--- src/rtl/fu_pool.sv ---
module fu_pool #(
  parameter int NCLASS = 4,
  parameter int TAG_W = 6,
  parameter int NSLOT = 3,
  parameter int UNITS [NCLASS] = '{2, 1, 1, 1},
  parameter int ISS_LAT [NCLASS] = '{3, 3, 1, 2},
  parameter int OP_LAT [NCLASS] = '{1, 4, 2, 1},
  localparam int CLS_W = (NCLASS > 1) ? $clog2(NCLASS) : 1
) (
  input  logic             clk,
  input  logic             rst_n,
  input  logic             req_valid,
  input  logic [CLS_W-1:0] req_class,
  input  logic [TAG_W-1:0] req_tag,
  output logic             req_ready,
  output logic             wb_valid,
  output logic [TAG_W-1:0] wb_tag
);

  function automatic int max_units();
    int m = 1;
    for (int i = 0; i < NCLASS; i++) if (UNITS[i] > m) m = UNITS[i];
    return m;
  endfunction

  function automatic int max_lat();
    int m = 1;
    for (int i = 0; i < NCLASS; i++) begin
      if (ISS_LAT[i] > m) m = ISS_LAT[i];
      if (OP_LAT[i] > m) m = OP_LAT[i];
    end
    return m;
  endfunction

  localparam int MAXU = max_units();
  localparam int LW = $clog2(max_lat() + 1);
  localparam int UW = (MAXU > 1) ? $clog2(MAXU) : 1;
  localparam int SW = (NSLOT > 1) ? $clog2(NSLOT) : 1;

  logic [LW-1:0]    busy [NCLASS][MAXU];
  logic [MAXU-1:0]  free_vec [NCLASS];
  logic [MAXU-1:0]  cls_free;
  logic [UW-1:0]    unit_sel;
  logic [LW-1:0]    op_m1;

  logic             s_valid [NSLOT];
  logic [TAG_W-1:0] s_tag [NSLOT];
  logic [LW-1:0]    s_rem [NSLOT];
  logic [NSLOT-1:0] due;
  logic [NSLOT-1:0] full_vec;
  logic             have_slot;
  logic [SW-1:0]    slot_sel;
  logic [SW-1:0]    wb_sel;

  for (genvar c = 0; c < NCLASS; c++) begin : g_cls
    for (genvar u = 0; u < MAXU; u++) begin : g_unit
      if (u < UNITS[c]) begin : g_real
        assign free_vec[c][u] = (busy[c][u] == '0);
      end else begin : g_none
        assign free_vec[c][u] = 1'b0;
      end
    end
  end

  for (genvar i = 0; i < NSLOT; i++) begin : g_slot
    assign due[i] = s_valid[i] && (s_rem[i] == '0);
    assign full_vec[i] = s_valid[i];
  end

  always_comb begin
    cls_free = '0;
    op_m1 = '0;
    for (int c = 0; c < NCLASS; c++)
      if (req_class == CLS_W'(c)) begin
        cls_free = free_vec[c];
        op_m1 = LW'(OP_LAT[c] - 1);
      end
    unit_sel = '0;
    for (int u = MAXU - 1; u >= 0; u--)
      if (cls_free[u]) unit_sel = UW'(u);
  end

  always_comb begin
    have_slot = 1'b0;
    slot_sel = '0;
    for (int i = NSLOT - 1; i >= 0; i--)
      if (!s_valid[i]) begin
        have_slot = 1'b1;
        slot_sel = SW'(i);
      end
  end

  always_comb begin
    wb_valid = 1'b0;
    wb_tag = '0;
    wb_sel = '0;
    for (int i = 0; i < NSLOT; i++)
      if (due[i] && (!wb_valid || s_tag[i] < wb_tag)) begin
        wb_valid = 1'b1;
        wb_tag = s_tag[i];
        wb_sel = SW'(i);
      end
  end

  assign req_ready = req_valid && (|cls_free) && have_slot;

  always_ff @(posedge clk) begin
    for (int c = 0; c < NCLASS; c++)
      for (int u = 0; u < MAXU; u++)
        if (!rst_n)
          busy[c][u] <= '0;
        else if (req_ready && req_class == CLS_W'(c) && unit_sel == UW'(u))
          busy[c][u] <= LW'(ISS_LAT[c] - 1);
        else if (busy[c][u] != '0)
          busy[c][u] <= busy[c][u] - 1'b1;
  end

  always_ff @(posedge clk) begin
    for (int i = 0; i < NSLOT; i++)
      if (!rst_n) begin
        s_valid[i] <= 1'b0;
        s_tag[i] <= '0;
        s_rem[i] <= '0;
      end else if (req_ready && slot_sel == SW'(i)) begin
        s_valid[i] <= 1'b1;
        s_tag[i] <= req_tag;
        s_rem[i] <= op_m1;
      end else if (wb_valid && wb_sel == SW'(i)) begin
        s_valid[i] <= 1'b0;
      end else if (s_valid[i] && s_rem[i] != '0) begin
        s_rem[i] <= s_rem[i] - 1'b1;
      end
  end

  a_r1_clean_start: assert property (@(posedge clk) disable iff (!rst_n)
    $rose(rst_n) |-> !wb_valid);

  a_r7_extras_held: assert property (@(posedge clk) disable iff (!rst_n)
    ($countones(due) > 1) |=> wb_valid);

  a_r8_full_blocks: assert property (@(posedge clk) disable iff (!rst_n)
    (&full_vec && !wb_valid) |=> !req_ready);

  for (genvar c = 0; c < NCLASS; c++) begin : g_chk
    if (UNITS[c] == 1 && ISS_LAT[c] > 1) begin : g_r3
      a_r3_repeat_gap: assert property (@(posedge clk) disable iff (!rst_n)
        (req_ready && req_class == CLS_W'(c)) |=> !(req_ready && req_class == CLS_W'(c)));
    end
    if (OP_LAT[c] > 1) begin : g_r4
      a_r4_not_early: assert property (@(posedge clk) disable iff (!rst_n)
        (req_ready && req_class == CLS_W'(c)) |=> !(wb_valid && wb_tag == $past(req_tag)));
    end
  end

endmodule

--- config.mk ---
export PLATFORM = sky130hd
export DESIGN_NAME = fu_pool
export DESIGN_NICKNAME = d
export VERILOG_FILES = /design/src/rtl/fu_pool.sv
export SDC_FILE = /design/constraint.sdc
export NUM_CORES = 1
export LEC_CHECK = 0
export BUFFER_PORTS_ARGS = -buffer_cell sky130_fd_sc_hd__buf_2
export CORE_MARGIN = 2
export CORE_UTILIZATION = 30
export CTS_BUF_LIST = sky130_fd_sc_hd__clkbuf_8
export DETAILED_ROUTE_END_ITERATION = 8
export SLEW_MARGIN = 15
export SYNTH_ARGS = -nofsm -noshare
export SYNTH_HDL_FRONTEND = slang
export SYNTH_SLANG_ARGS = --single-unit
export TNS_END_PERCENT = 100
--- constraint.sdc ---
create_clock -name clk -period 4.9 [get_ports clk]
set_input_delay 0.98 -clock clk [delete_from_list [all_inputs] [get_ports clk]]
set_output_delay 0.98 -clock clk [all_outputs]
set_load 0.02 [all_outputs]
# After elaboration in Yosys (flattened, before gate mapping)
# Memories as Yosys holds them, arrays and structs flattened.
# Cells that the tools add are included.
# Widths: inputs -> output; s select.
[op_classes] n_addsub=11 n_lt_le_gt_ge=2 eq_ne=7 muxes=147 n_bitwise=32 n_reduce_logical=55
[ops] operator="$mux 1" count=108
[ops] operator="$mux 3" count=22
[ops] operator="$mux 6" count=6
[ops] operator="$reduce_bool 3->1" count=11
[ops] operator="$sub 3x1->3 const B" count=11
[ops] operator="$or 1x1->1" count=31
[ops] operator="$logic_and 1x1->1" count=28
[ops] operator="$logic_not 3->1" count=8
[ops] operator="$mux 2" count=11
[ops] operator="$lt 6x6->1" count=2
[ops] operator="$eq 2x2->1 const B" count=4
[ops] operator="$eq 2x1->1 const B" count=3
[ops] operator="$logic_not 2->1" count=3
[ops] operator="$logic_not 1->1" count=2
[ops] operator="$logic_or 1x1->1" count=2
[ops] operator="$reduce_or 2->1" count=1
[ops] operator="$not 1->1" count=1
[word_totals] regBits=0 mem_bits_rw=54 output_inout_bits=8 wordCells=258 memories=4
[mem_list] name="busy" depth=4 word_bits=6 rd=4 rd_ports_with_merged_regs=0 write_ports=4 line_no="40" source="logic [LW-1:0] busy [NCLASS][MAXU];"
[mem_list] name="s_tag" depth=3 word_bits=6 rd=3 rd_ports_with_merged_regs=0 write_ports=3 line_no="47" source="logic [TAG_W-1:0] s_tag [NSLOT];"
[mem_list] name="s_rem" depth=3 word_bits=3 rd=3 rd_ports_with_merged_regs=0 write_ports=3 line_no="48" source="logic [LW-1:0] s_rem [NSLOT];"
[mem_list] name="s_valid" depth=3 word_bits=1 rd=3 rd_ports_with_merged_regs=0 write_ports=3 line_no="46" source="logic s_valid [NSLOT];"

# Logic depth before layout (Yosys ltp)
# Gate-level depths: netlist (run 1).
# An unclocked memory read counts as a cell.
[depth] ltp_word=19 mapped_depth=19 mapped_depth_nobuf=18

# Least setup slack after synthesis (run 1)
# OpenSTA, ideal clock, no wires.
[synth_timing] path_kind="reg2out" startpoint="memory s_rem[0][0] (netlist name)" endpoint="output port wb_tag[0]" t_arrival_ns=3.792 path_slack_ns=0.128 path_stages_with_launch=19 path_buffers=1 cell_sequence="edfxtp_1 -> inv_1 -> ha_1 -> nand2b_4 -> nor2_4 -> nand2_1 -> ha_1 -> a211oi_1 -> nand2_1 -> o211ai_1 -> and2_1 -> buf_2 -> a22oi_1 -> ha_1 -> a211oi_2 -> o211ai_2 -> a2111o_1 -> nand3_4 -> mux2i_1"
[synth_rtl] element="start, declared" line_no="48"
[synth_rtl] element="end, declared" line_no="17" source="output logic [TAG_W-1:0] wb_tag"

==> results of run 1 <==
==> worst max-delay path: cells and delay by family, from the launching register on <==
kind	cells	cell delay, ns
simple gates	5	0.67
buf+inv	2	0.27
compound gates	7	1.37
fa+ha+maj	3	0.69
mux	1	0.22
flops	1	0.42
==> worst max-delay path by stage <==
stage                     slack, ns        end
after detailed placement      -0.03  wb_tag[0]
after global placement         0.11  wb_tag[0]
after CTS                     -0.02  wb_tag[0]
after floorplan                0.13  wb_tag[0]
final                         -0.04  wb_tag[0]
after global routing          -0.23  wb_tag[0]
==> flip-flops by register name, summed over array words and instances (netlist names) <==
register and count:
s_valid 3, s_tag 18, busy 15, s_rem 9
==> placed cells by master, fill, tap and decap left out, types with 4 or more instances in the layout <==
master	netlist	final
buf_2	3	12
a21oi_1	9	8
xnor2_1	4	4
edfxtp_1	44	44
o21ai_1	7	6
nand2b_1	7	7
nor2b_1	4	4
nand2_1	16	15
and3_1	18	18
clkbuf_8	0	5
mux2i_1	8	8
ha_1	30	24
nand3_1	12	12
o32ai_1	6	6
nor2_1	21	20
buf_4	0	28
ha_4	0	4
inv_1	31	30
nor3_1	6	6
==> logic make-up after synthesis <==
logic type,count (synthesis)
AOI/OAI and AO/OA,50
muxes,8
and+or+nand+nor,102
xor gates and xnor gates,4
DFF,45
adders and majority gates,30
buffers and inverters,39
==> routing by layer <==
metal | vias to the layer above | GRT usage, %
met5 | - | 0
met3 | 6 | 1.898
met2 | 30 | 19.68
met4 | 0 | 3.239
met1 | 998 | 16.10
li1 | 1090 | -
==> power groups by stage <==
stage | logic (uW) | registers, uW | clock network (uW)
floorplan | 381 | 572 | 0
global placement | 470 | 582 | 0
detailed placement | 482 | 587 | 0
CTS | 520 | 579 | 280
global route | 621 | 591 | 298
finish | 549 | 580 | 275
==> metrics by stage <==
stage / power (uW) / hold WS [ns] / util (%)
6_report: 1403 / 0.5457 / 36.77
5_1_grt: 1509 / 0.5872 / 36.77
4_1_cts: 1379 / 0.5414 / 35.63
3_5_place_dp: 1068 / 0.5301 / 33.31
3_3_place_gp: 1052 / 0.5293 / 33.31
2_1_floorplan: 952.3 / 0.4885 / -
==> cell type report <==
type	instances	area, um^2
Clock buffer	5	68.82
Clock inverter	3	37.54
Fill cell	957	6095
Inverter	32	120.1
Multi-Input combinational cell	194	1540
Sequential cell	45	1341
Tap cell	133	166.4
Timing Repair Buffer	40	270.3
==> what timing repair did <==
item,in CTS,in global routing
pin swaps,17,9
setup endpoints to repair,6,6
buffers inserted,8,8
gates resized for setup,15,12
gates cloned,0,0
==> results.md, run 1 <==
* Synth Area per Inst at 10.58 um^2
* Final std cell area, no fill at 0.003545 mm^2
* R2r setup slk at between 1 and 1.5 ns
* Sequential share of power at 41.3%
* Placed cell count at 429
* Yosys warns at 0
* Largest net degree at the start of global routing at 19
* NetSw at 469.6 uW
* Setup WS post-layout at -0.03685 ns
* Power Internal at 933.5 uW
* Clock Tree Buf Depth at 2
* N_diodes at 0
* Clock latency on the worst-skew pair at 0.30 ns
* Crit Path Max Fanout at 7
* Max stage delay on crit path at 0.42 ns
* Largest family of logic cells by synthesized area: simple AND/OR/NAND/NOR gates
* Sequential share of the synthesized area at 45.62%
* Routed WL at around 6100 um
* FF-to-FF Start: s_rem[0][0]$_DFFE_PP_
* Pwr/cell area at 395.8 mW/mm^2
* WHS Endpoint: s_valid[2]$_DFF_P_
* Clock power frac at 19.6%
* Total track usage at between 10% and 20%
* Layout overhead on the synthesized area at 20.55%
* WHS Path Cells at 2
* Grt total ovfl at 0
* Share of cells above drive strength 1 at 25.71%
* Yosys reg bits at 45
* EDFF count, synth at 44
* Top cell type's share of synthesized area at 44.94%
* Final worst path period share at 100.8%
* Dpl ws at -0.02834 ns
* Worst clock skew at slightly above 0.01 ns
* Most numerous cell in the Yosys netlist: edfxtp_1
* Site Rows at 36
* Crit path cell chain: inv_2 > ha_4 > nand2b_4 > nor2_4 > nand2_1 > ha_1 > o211ai_1 > a21oi_2 > o211ai_1 > and2_4 > a22oi_2 > ha_4 > a211oi_4 > o211ai_2 > a2111o_1 > nand3_4 > mux2i_1 > buf_4
* VDD IR max at between 0.1 and 0.15 mV
* DR WL met3 at 165 um
* Hold_buf cts at 0
* Post-synthesis adder-cell area fraction at 12.77%
* Vias in the first global route at 2063
* First-pass GRT wire length at 9956 um
* CTS Root Cell: clkbuf_8
* Port Buffer Count at 18
* Top cells by area, synth: edfxtp_1 45%, ha_1 13%, inv_1 4.0%, and3_1 3.8%, mux2i_1 2.7%
* Fin crit period at 4.937 ns
* Syn Std Cell Area at 0.002940 mm^2
* Layout Cells excl Fill at approximately 450
* Final hold violations at 0
* Sw Ratio at 33.47%
* RSZ-0062 raised after global routing: yes
* First-pass DRT Iterations at 4
* Slew @ Worst Pin at between 0.8 and 0.9 ns
* Clock transition at path regs at 0.08 ns
* Most common library cells after synthesis: 44 x edfxtp_1, 31 x inv_1, 30 x ha_1, 21 x nor2_1, 18 x and3_1
* Data arrival, critical path at 3.96 ns
* DP HPWL at ~4300 um
* Top Ports at 19
* CP Launch Type: flip-flop
* CTS H-Tree Depth at 2
* Die area at 0.01061 mm^2
* Iter 0 DRT Violations at roughly 110
* Final routed DRC violation total at 0
* Worst Hold Launch: s_valid[2]$_DFF_P_
* Critical Path Slowest Stage Cell: edfxtp_1
* Leak pwr at 0.001488 uW
* Kind of critical path: flip-flop to primary output
* Core ar. at 0.009639 mm^2
* Post-Synth XOR/XNOR Area at 1.191%
* Die W at 103 um
* Layout Nets at 359
* Routed met1 length at 2890 um
* Wire per inst at between 10 and 15 um
* Combinational share of power at 39.1%
* Top sig layer: met4
* Worst setup EP type: primary output
* TritonCTS buffer count at 5
* Area leader, netlist: edfxtp_1
* DR vias/cell at 4.699
* Fmax at 202.6 MHz
* Asr flop ratio synth at 0%
* Sum of negative setup slack at -0.08218 ns
* Post-detailed-route count of antenna-violating nets at 0
* GPL Wtd Cong at roughly 0.81
* CTS Sinks at 45
* Hold crit path type: flip-flop to flip-flop
* Final Max Tran Viols at 0
* Worst R2R Path Depth at 19
* Die Y at 103 um
* Routed wl met2 at 2916 um
* Vias at 2124
* Mapped Cells at 278
* Relative slew slack at 41.29%
* Compound-Gate Fraction of Synth Area at 12.72%
* Worst Setup SP: s_rem[0][0]$_DFFE_PP_
* Simple-Gate Fraction of Synth Area at 19.57%
* Max-cap viol count at 0
* CTS tree: done
* Failing checks: setup timing
* Post-synthesis mux area share at 2.723%
* Post-synth net total at 319
* Netlist cell types at 52
* Placed inst area at 0.003211 mm^2
* Initial antenna violation count at 0
* Status: complete, but fails checks
* Initial Util at 30.50%
* Final Setup Violations at 6
* Worst R2R End: s_valid[1]$_SDFFCE_PP0P_
* Post-synth top flop: edfxtp_1
* Critical path required time at 3.92 ns
(Power assumes the default switching activity.)
==> inputs of run 2 (changes only) <==
clock period = 4.7 ns   (was 4.9 ns; I/O delays follow)
==> run 2 against run 1 <==
Net effect:
- the flow still finishes with violations (setup timing)
- wire length rose by 0.78%
- flip-flop and latch count unchanged
- cell count is 1.1% higher
==> results.md, run 2 (synthesized netlist as in run 1, its figures left out) <==
* Status: complete, but fails checks (unchanged)
* Failing checks: setup timing (unchanged)
* Vias in the first global route at 2061 (was 2063)
* FF-to-FF Start: s_rem[0][0]$_DFFE_PP_ (unchanged)
* Sum of negative setup slack at -1.117 ns (was -0.08218 ns)
* Total track usage at 12.11% (was 11.86%)
* Worst Hold Launch: busy[2][3]$_SDFFCE_PN0P_ (was s_valid[2]$_DFF_P_)
* Worst setup EP type: primary output (unchanged)
* Fin crit period at 4.912 ns
* Share of cells above drive strength 1 at 25.62% (was 25.71%)
* Wire per inst at 13.37 um (was 13.41 um)
* Hold crit path type: flip-flop to flip-flop (unchanged)
* Worst R2R End: s_valid[1]$_SDFFCE_PP0P_ (unchanged)
* Final Max Tran Viols at 0 (unchanged)
* CTS Root Cell: clkbuf_8 (unchanged)
* N_diodes at 0 (unchanged)
* Clock latency on the worst-skew pair at 0.30 ns (about the same)
* Final worst path period share at 104.5%
* Data arrival, critical path at 3.97 ns (was 3.96 ns)
* Clock power frac at 16.9% (was 19.6%)
* Top reg by flops: s_tag (unchanged)
* Post-detailed-route count of antenna-violating nets at 0 (unchanged)
* Site Rows at 36 (unchanged)
* Final routed DRC violation total at 0 (unchanged)
* Clock transition at path regs at 0.07 ns (was 0.08 ns)
* CTS tree: done (unchanged)
* R2r setup slk at 0.79 ns (was 1.13 ns)
* CP Launch Type: flip-flop (unchanged)
* Power Internal at 937.5 uW (was 933.5 uW)
* Most common cell after layout, fill and taps aside: edfxtp_1 (unchanged)
* Critical path required time at 3.76 ns (was 3.92 ns)
* RSZ-0062 raised after global routing: yes (unchanged)
* First-pass GRT wire length at 10100 um (was 9956 um)
* Initial Util at 30.50% (unchanged)
* Relative slew slack at 44.31% (was 41.29%)
* Largest register FFs at 18 (unchanged)
* DP HPWL at 4584 um (was 4320 um)
* DR vias/cell at 4.726 (was 4.699)
* Iter 0 DRT Violations at 82 (was 108)
* Clock Tree Buf Depth at 2 (unchanged)
* Final Setup Violations at 6 (unchanged)
* Hold_buf cts at 0 (unchanged)
* Worst clock skew at 0.01391 ns (was 0.01039 ns)
* Pwr/cell area at 401.8 mW/mm^2 (was 395.8 mW/mm^2)
* Worst Setup EP: wb_tag[0] (unchanged)
* GPL Wtd Cong at 0.7586 (was 0.8113)
* Sw Ratio at 33.95% (was 33.47%)
* Die area at 0.01061 mm^2 (unchanged)
* Layout Nets at 364 (was 359)
* VDD IR max at 0.1413 mV (was 0.1152 mV)
* CTS H-Tree Depth at 2 (unchanged)
* Crit Path Max Fanout at 7 (unchanged)
* WHS Path Cells at 1 (was 2)
* Slew @ Worst Pin at 0.8298 ns (was 0.8696 ns)
* Worst Setup SP: s_rem[0][0]$_DFFE_PP_ (unchanged)
* Kind of critical path: flip-flop to primary output (unchanged)
* Combinational share of power at 40.5% (was 39.1%)
* Top Ports at 19 (unchanged)
* CTS Sinks at 45 (unchanged)
* TritonCTS buffer count at 5 (unchanged)
* Die W at 103 um (unchanged)
* Setup WS post-layout at -0.2117 ns (was -0.03685 ns)
* Fmax at 203.6 MHz
* Die Y at 103 um (unchanged)
* NetSw at 481.9 uW (was 469.6 uW)
* Vias at 2160 (was 2124)
* Commonest cells after routing, fill and taps aside: 44 x edfxtp_1, 32 x buf_4, 31 x inv_1 (was 44 x edfxtp_1, 30 x inv_1, 28 x buf_4)
* Largest net degree at the start of global routing at 19 (unchanged)
* Top flop regs: s_tag x18, busy x15, s_rem x9 (unchanged)
* Grt total ovfl at 0 (unchanged)
* Final hold slack at 0.5596 ns (was 0.5457 ns)
* Max-cap viol count at 0 (unchanged)
* Sequential share of power at 42.6% (was 41.3%)
* Tot Pwr at 1419 uW (was 1403 uW)
* First-pass DRT Iterations at 4 (unchanged)
* Core ar. at 0.009639 mm^2 (unchanged)
* Routed WL at 6108 um (was 6061 um)
* Layout overhead on the synthesized area at 20.13% (was 20.55%)
* Port Buffer Count at 18 (unchanged)
* Initial antenna violation count at 0 (unchanged)
* Worst R2R Path Depth at 22 (was 19)
* Leak pwr at 0.001506 uW (was 0.001488 uW)
* Final hold violations at 0 (unchanged)
-- run 2: through the flow --
stage | instances | setup slack, ns | utilization [%] | area [um^2]
final | 457 | -0.2117 | 36.64 | 3532
after global routing | 457 | -0.4425 | 36.64 | 3532
after CTS | 452 | -0.1157 | 36.20 | 3490
after detailed placement | 437 | -0.1506 | 33.93 | 3271
after global placement | 437 | 0.01124 | 33.93 | 3271
after floorplan | 278 | -0.03205 | - | 2940
-- run 2: final cells by class --
class	count	area, um^2
tap	133	166.4
inverter	32	120.1
clock buffer	6	82.58
fill	999	6107
multi-input combinational	194	1503
clock inverter	2	7.507
sequential	45	1341
timing repair buffer	45	311.5
-- run 2: timing repair --
item,in CTS,in global routing
pin swaps,15,1
cloned,0,0
buffers inserted,7,5
hold endpoints to repair,0,0
resized for setup,21,2
endpoints found under the setup margin,6,6
-- run 2: power by group through the flow --
stage	logic (uW)	registers, uW	clock network, uW
after floorplan	397	596	0
after global placement	505	607	0
after detailed placement	528	612	0
after CTS	566	605	244
after global routing	650	616	263
final	575	604	240
-- run 2: critical path, cell delays in order (launching register included) --
cell      delay [ns]
edfxtp_1        0.41
inv_2           0.10
ha_4            0.14
nand2b_4        0.06
nor2_4          0.18
buf_6           0.12
nand2_1         0.05
ha_2            0.18
a211oi_2        0.21
nand2_1         0.10
o211ai_1        0.25
and2_4          0.21
a22oi_2         0.08
ha_1            0.34
a211oi_2        0.25
o211ai_2        0.11
a2111o_1        0.35
nand3_4         0.15
mux2i_1         0.22
buf_4           0.17
-- run 2: routing by layer --
layer | share of wire [%] | global-route usage [%] | up-vias
li1 | - | - | 1099
met1 | 48 | 16.46 | 1017
met2 | 48 | 20.18 | 37
met3 | 2.9 | 1.763 | 7
met4 | 1.5 | 3.340 | 0
met5 | 0 | 0 | -
-- run 2: worst min path at each step --
stage,endpoint,slack [ns]
CTS,busy[2][3]$_SDFFCE_PN0P_,0.56
floorplan,s_valid[2]$_DFF_P_,0.49
global route,busy[2][3]$_SDFFCE_PN0P_,0.59
detailed placement,s_valid[2]$_DFF_P_,0.55
finish,busy[2][3]$_SDFFCE_PN0P_,0.56
global placement,s_valid[2]$_DFF_P_,0.53
==> inputs of run 3 (changes only) <==
SKIP_CTS_REPAIR_TIMING = 1   (was default)
==> run 3 against run 2 <==
Net effect:
- the run still ends with setup timing left
- worst setup slack got worse by 0.0051 ns
- utilization increased by 0.27 points
- cell count shrank 0.66%
- sequential share of layout area shrank 0.28 points
- wire length up 0.61%
- via count decreased by 0.19%
- largest cell class unchanged
- highest routed layer unchanged
==> results.md, run 3 (synthesized netlist as in run 1, its figures left out) <==
* Pwr/cell area at 399.0 mW/mm^2 (was 401.8 mW/mm^2)
* Final routed DRC violation total at 0 (unchanged)
* N_diodes at 0 (unchanged)
* Met2 Usage GRT at 19.33% (was 20.18%)
* Final worst path period share at 104.6% (was 104.5%)
* Worst clock skew at 0.01464 ns (was 0.01391 ns)
* DR vias/cell at 4.749 (was 4.726)
* CTS tree: done (unchanged)
* Relative slew slack at 46.21% (was 44.31%)
* Post-detailed-route count of antenna-violating nets at 0 (unchanged)
* Power Internal at 935.0 uW (was 937.5 uW)
* Max-cap viol count at 0 (unchanged)
* Clock transition at path regs at 0.08 ns (was 0.07 ns)
* Combinational share of power at 40.4% (was 40.5%)
* Site Rows at 36 (unchanged)
* Fin crit period at 4.917 ns (was 4.912 ns)
* Die area at 0.01061 mm^2 (unchanged)
* First-pass GRT wire length at 9687 um (was 10100 um)
* Initial Util at 30.50% (unchanged)
* CP Launch Type: flip-flop (unchanged)
* Top Ports at 19 (unchanged)
* Status: complete, but fails checks (unchanged)
* Top flop regs: s_tag x18, busy x15, s_rem x9 (unchanged)
* Layout overhead on the synthesized area at 21.02% (was 20.13%)
* GPL Wtd Cong at 0.7586 (unchanged)
* CTS H-Tree Depth at 2 (unchanged)
* Grt peak-use layer: met2 (unchanged)
* GR Util met1 at 15.91% (was 16.46%)
* Grt met3 use at 1.220% (was 1.763%)
* Failing checks: setup timing (unchanged)
* Final Max Tran Viols at 0 (unchanged)
* RSZ-0062 raised after global routing: yes (unchanged)
* Vias in the first global route at 1998 (was 2061)
* First-pass DRT Iterations at 4 (unchanged)
* Final hold violations at 0 (unchanged)
* Leak pwr at 0.001509 uW (was 0.001506 uW)
* Port Buffer Count at 18 (unchanged)
* Commonest cells after routing, fill and taps aside: 44 x edfxtp_1, 31 x inv_1, 28 x buf_4 (was 44 x edfxtp_1, 32 x buf_4, 31 x inv_1)
* Crit Path Max Fanout at 7 (unchanged)
* Layout Nets at 361 (was 364)
* Total track usage at 11.61% (was 12.11%)
* Fmax at 203.4 MHz (was 203.6 MHz)
* Share of cells above drive strength 1 at 26.17% (was 25.62%)
* Data arrival, critical path at 3.98 ns (was 3.97 ns)
* Clock latency on the worst-skew pair at 0.30 ns (about the same)
* Clock Tree Buf Depth at 2 (unchanged)
* Largest net degree at the start of global routing at 19 (unchanged)
* Die W at 103 um (unchanged)
* CTS Root Cell: clkbuf_8 (unchanged)
* Kind of critical path: flip-flop to primary output (unchanged)
* Sum of negative setup slack at -1.159 ns (was -1.117 ns)
* Largest register FFs at 18 (unchanged)
* TritonCTS buffer count at 5 (unchanged)
* CTS Sinks at 45 (unchanged)
* Most common cell after layout, fill and taps aside: edfxtp_1 (unchanged)
* Sw Ratio at 34.14% (was 33.95%)
* Top reg by flops: s_tag (unchanged)
* Routed WL at 6145 um (was 6108 um)
* Dpl ws at -0.1506 ns (unchanged)
* Vias at 2156 (was 2160)
* R2r setup slk at 0.78 ns (was 0.79 ns)
* Grt total ovfl at 0 (unchanged)
* Hold crit path type: flip-flop to flip-flop (unchanged)
* Initial antenna violation count at 0 (unchanged)
* Setup WS post-layout at -0.2167 ns (was -0.2117 ns)
* Die Y at 103 um (unchanged)
* Worst setup EP type: primary output (unchanged)
* Final Core Density at 36.92% (was 36.64%)
* VDD IR max at 0.1255 mV (was 0.1413 mV)
* Sequential share of power at 42.7% (was 42.6%)
* Slew @ Worst Pin at 0.8014 ns (was 0.8298 ns)
* NetSw at 484.7 uW (was 481.9 uW)
* Tot Pwr at 1420 uW (was 1419 uW)
* Final Setup Violations at 6 (unchanged)
* Critical path required time at 3.76 ns (about the same)
* Clock power frac at 16.9% (about the same)
* Wire per inst at 13.54 um (was 13.37 um)
* DP HPWL at 4584 um (unchanged)
* Core ar. at 0.009639 mm^2 (unchanged)
* Iter 0 DRT Violations at 74 (was 82)
run 3: changes by cell type in the layout (fill, tap and decap cells not counted), sizes merged:
cell | before | now
buf | 45 | 42
run 3: final timing paths:
kind | start | to | cells after the start
worst max-delay path | s_rem[0][0]$_DFFE_PP_ | wb_tag[0] | 20
worst min-delay path | s_valid[2]$_DFF_P_ | s_valid[2]$_DFF_P_ | 2
worst max register to register | s_rem[0][0]$_DFFE_PP_ | s_valid[1]$_SDFFCE_PP0P_ | 22
worst min register to register | s_valid[2]$_DFF_P_ | s_valid[2]$_DFF_P_ | 2
run 3: cell type report:
class | count | area, um^2
fillers | 988 | 6081
inverters | 32 | 120.1
clock buffers | 6 | 82.58
multi-input cells | 194 | 1548
repair buffers | 42 | 292.8
clock inverters | 2 | 7.507
flip-flops and latches | 45 | 1341
well taps | 133 | 166.4
run 3: power groups by stage:
stage	Combinational (uW)	Clock [uW]	Sequential, uW
3_5_place_dp	528	0	612
3_3_place_gp	505	0	607
6_report	574	240	606
4_1_cts	531	244	602
2_1_floorplan	397	0	596
5_1_grt	650	263	618
run 3: per-layer routing:
layer	vias up	part of all wire, %
met4	0	0.78
met1	1039	48
met5	-	0
met2	20	49
met3	2	2.2
li1	1095	-
run 3: worst max-delay path, cell delays in order, from the launching register on:
cell and delay, ns:
edfxtp_1 0.40, inv_2 0.10, ha_4 0.13, nand2b_4 0.06
nor2_4 0.18, buf_6 0.13, nand2_4 0.05, ha_4 0.16
a211oi_2 0.20, nand2_1 0.10, buf_4 0.15, o21ai_2 0.16
a21boi_2 0.12, a22oi_1 0.24, ha_1 0.31, o21ai_2 0.18
o211ai_2 0.12, a2111o_1 0.35, nand3_4 0.15, mux2i_1 0.22
buf_4 0.17
run 3: metrics by stage:
step	std cells	hold slack [ns]	area, um^2
after CTS	445	0.5617	3361
after global routing	454	0.5922	3558
after global placement	437	0.5291	3271
after detailed placement	437	0.5493	3271
after floorplan	278	0.4885	2940
final	454	0.5581	3558
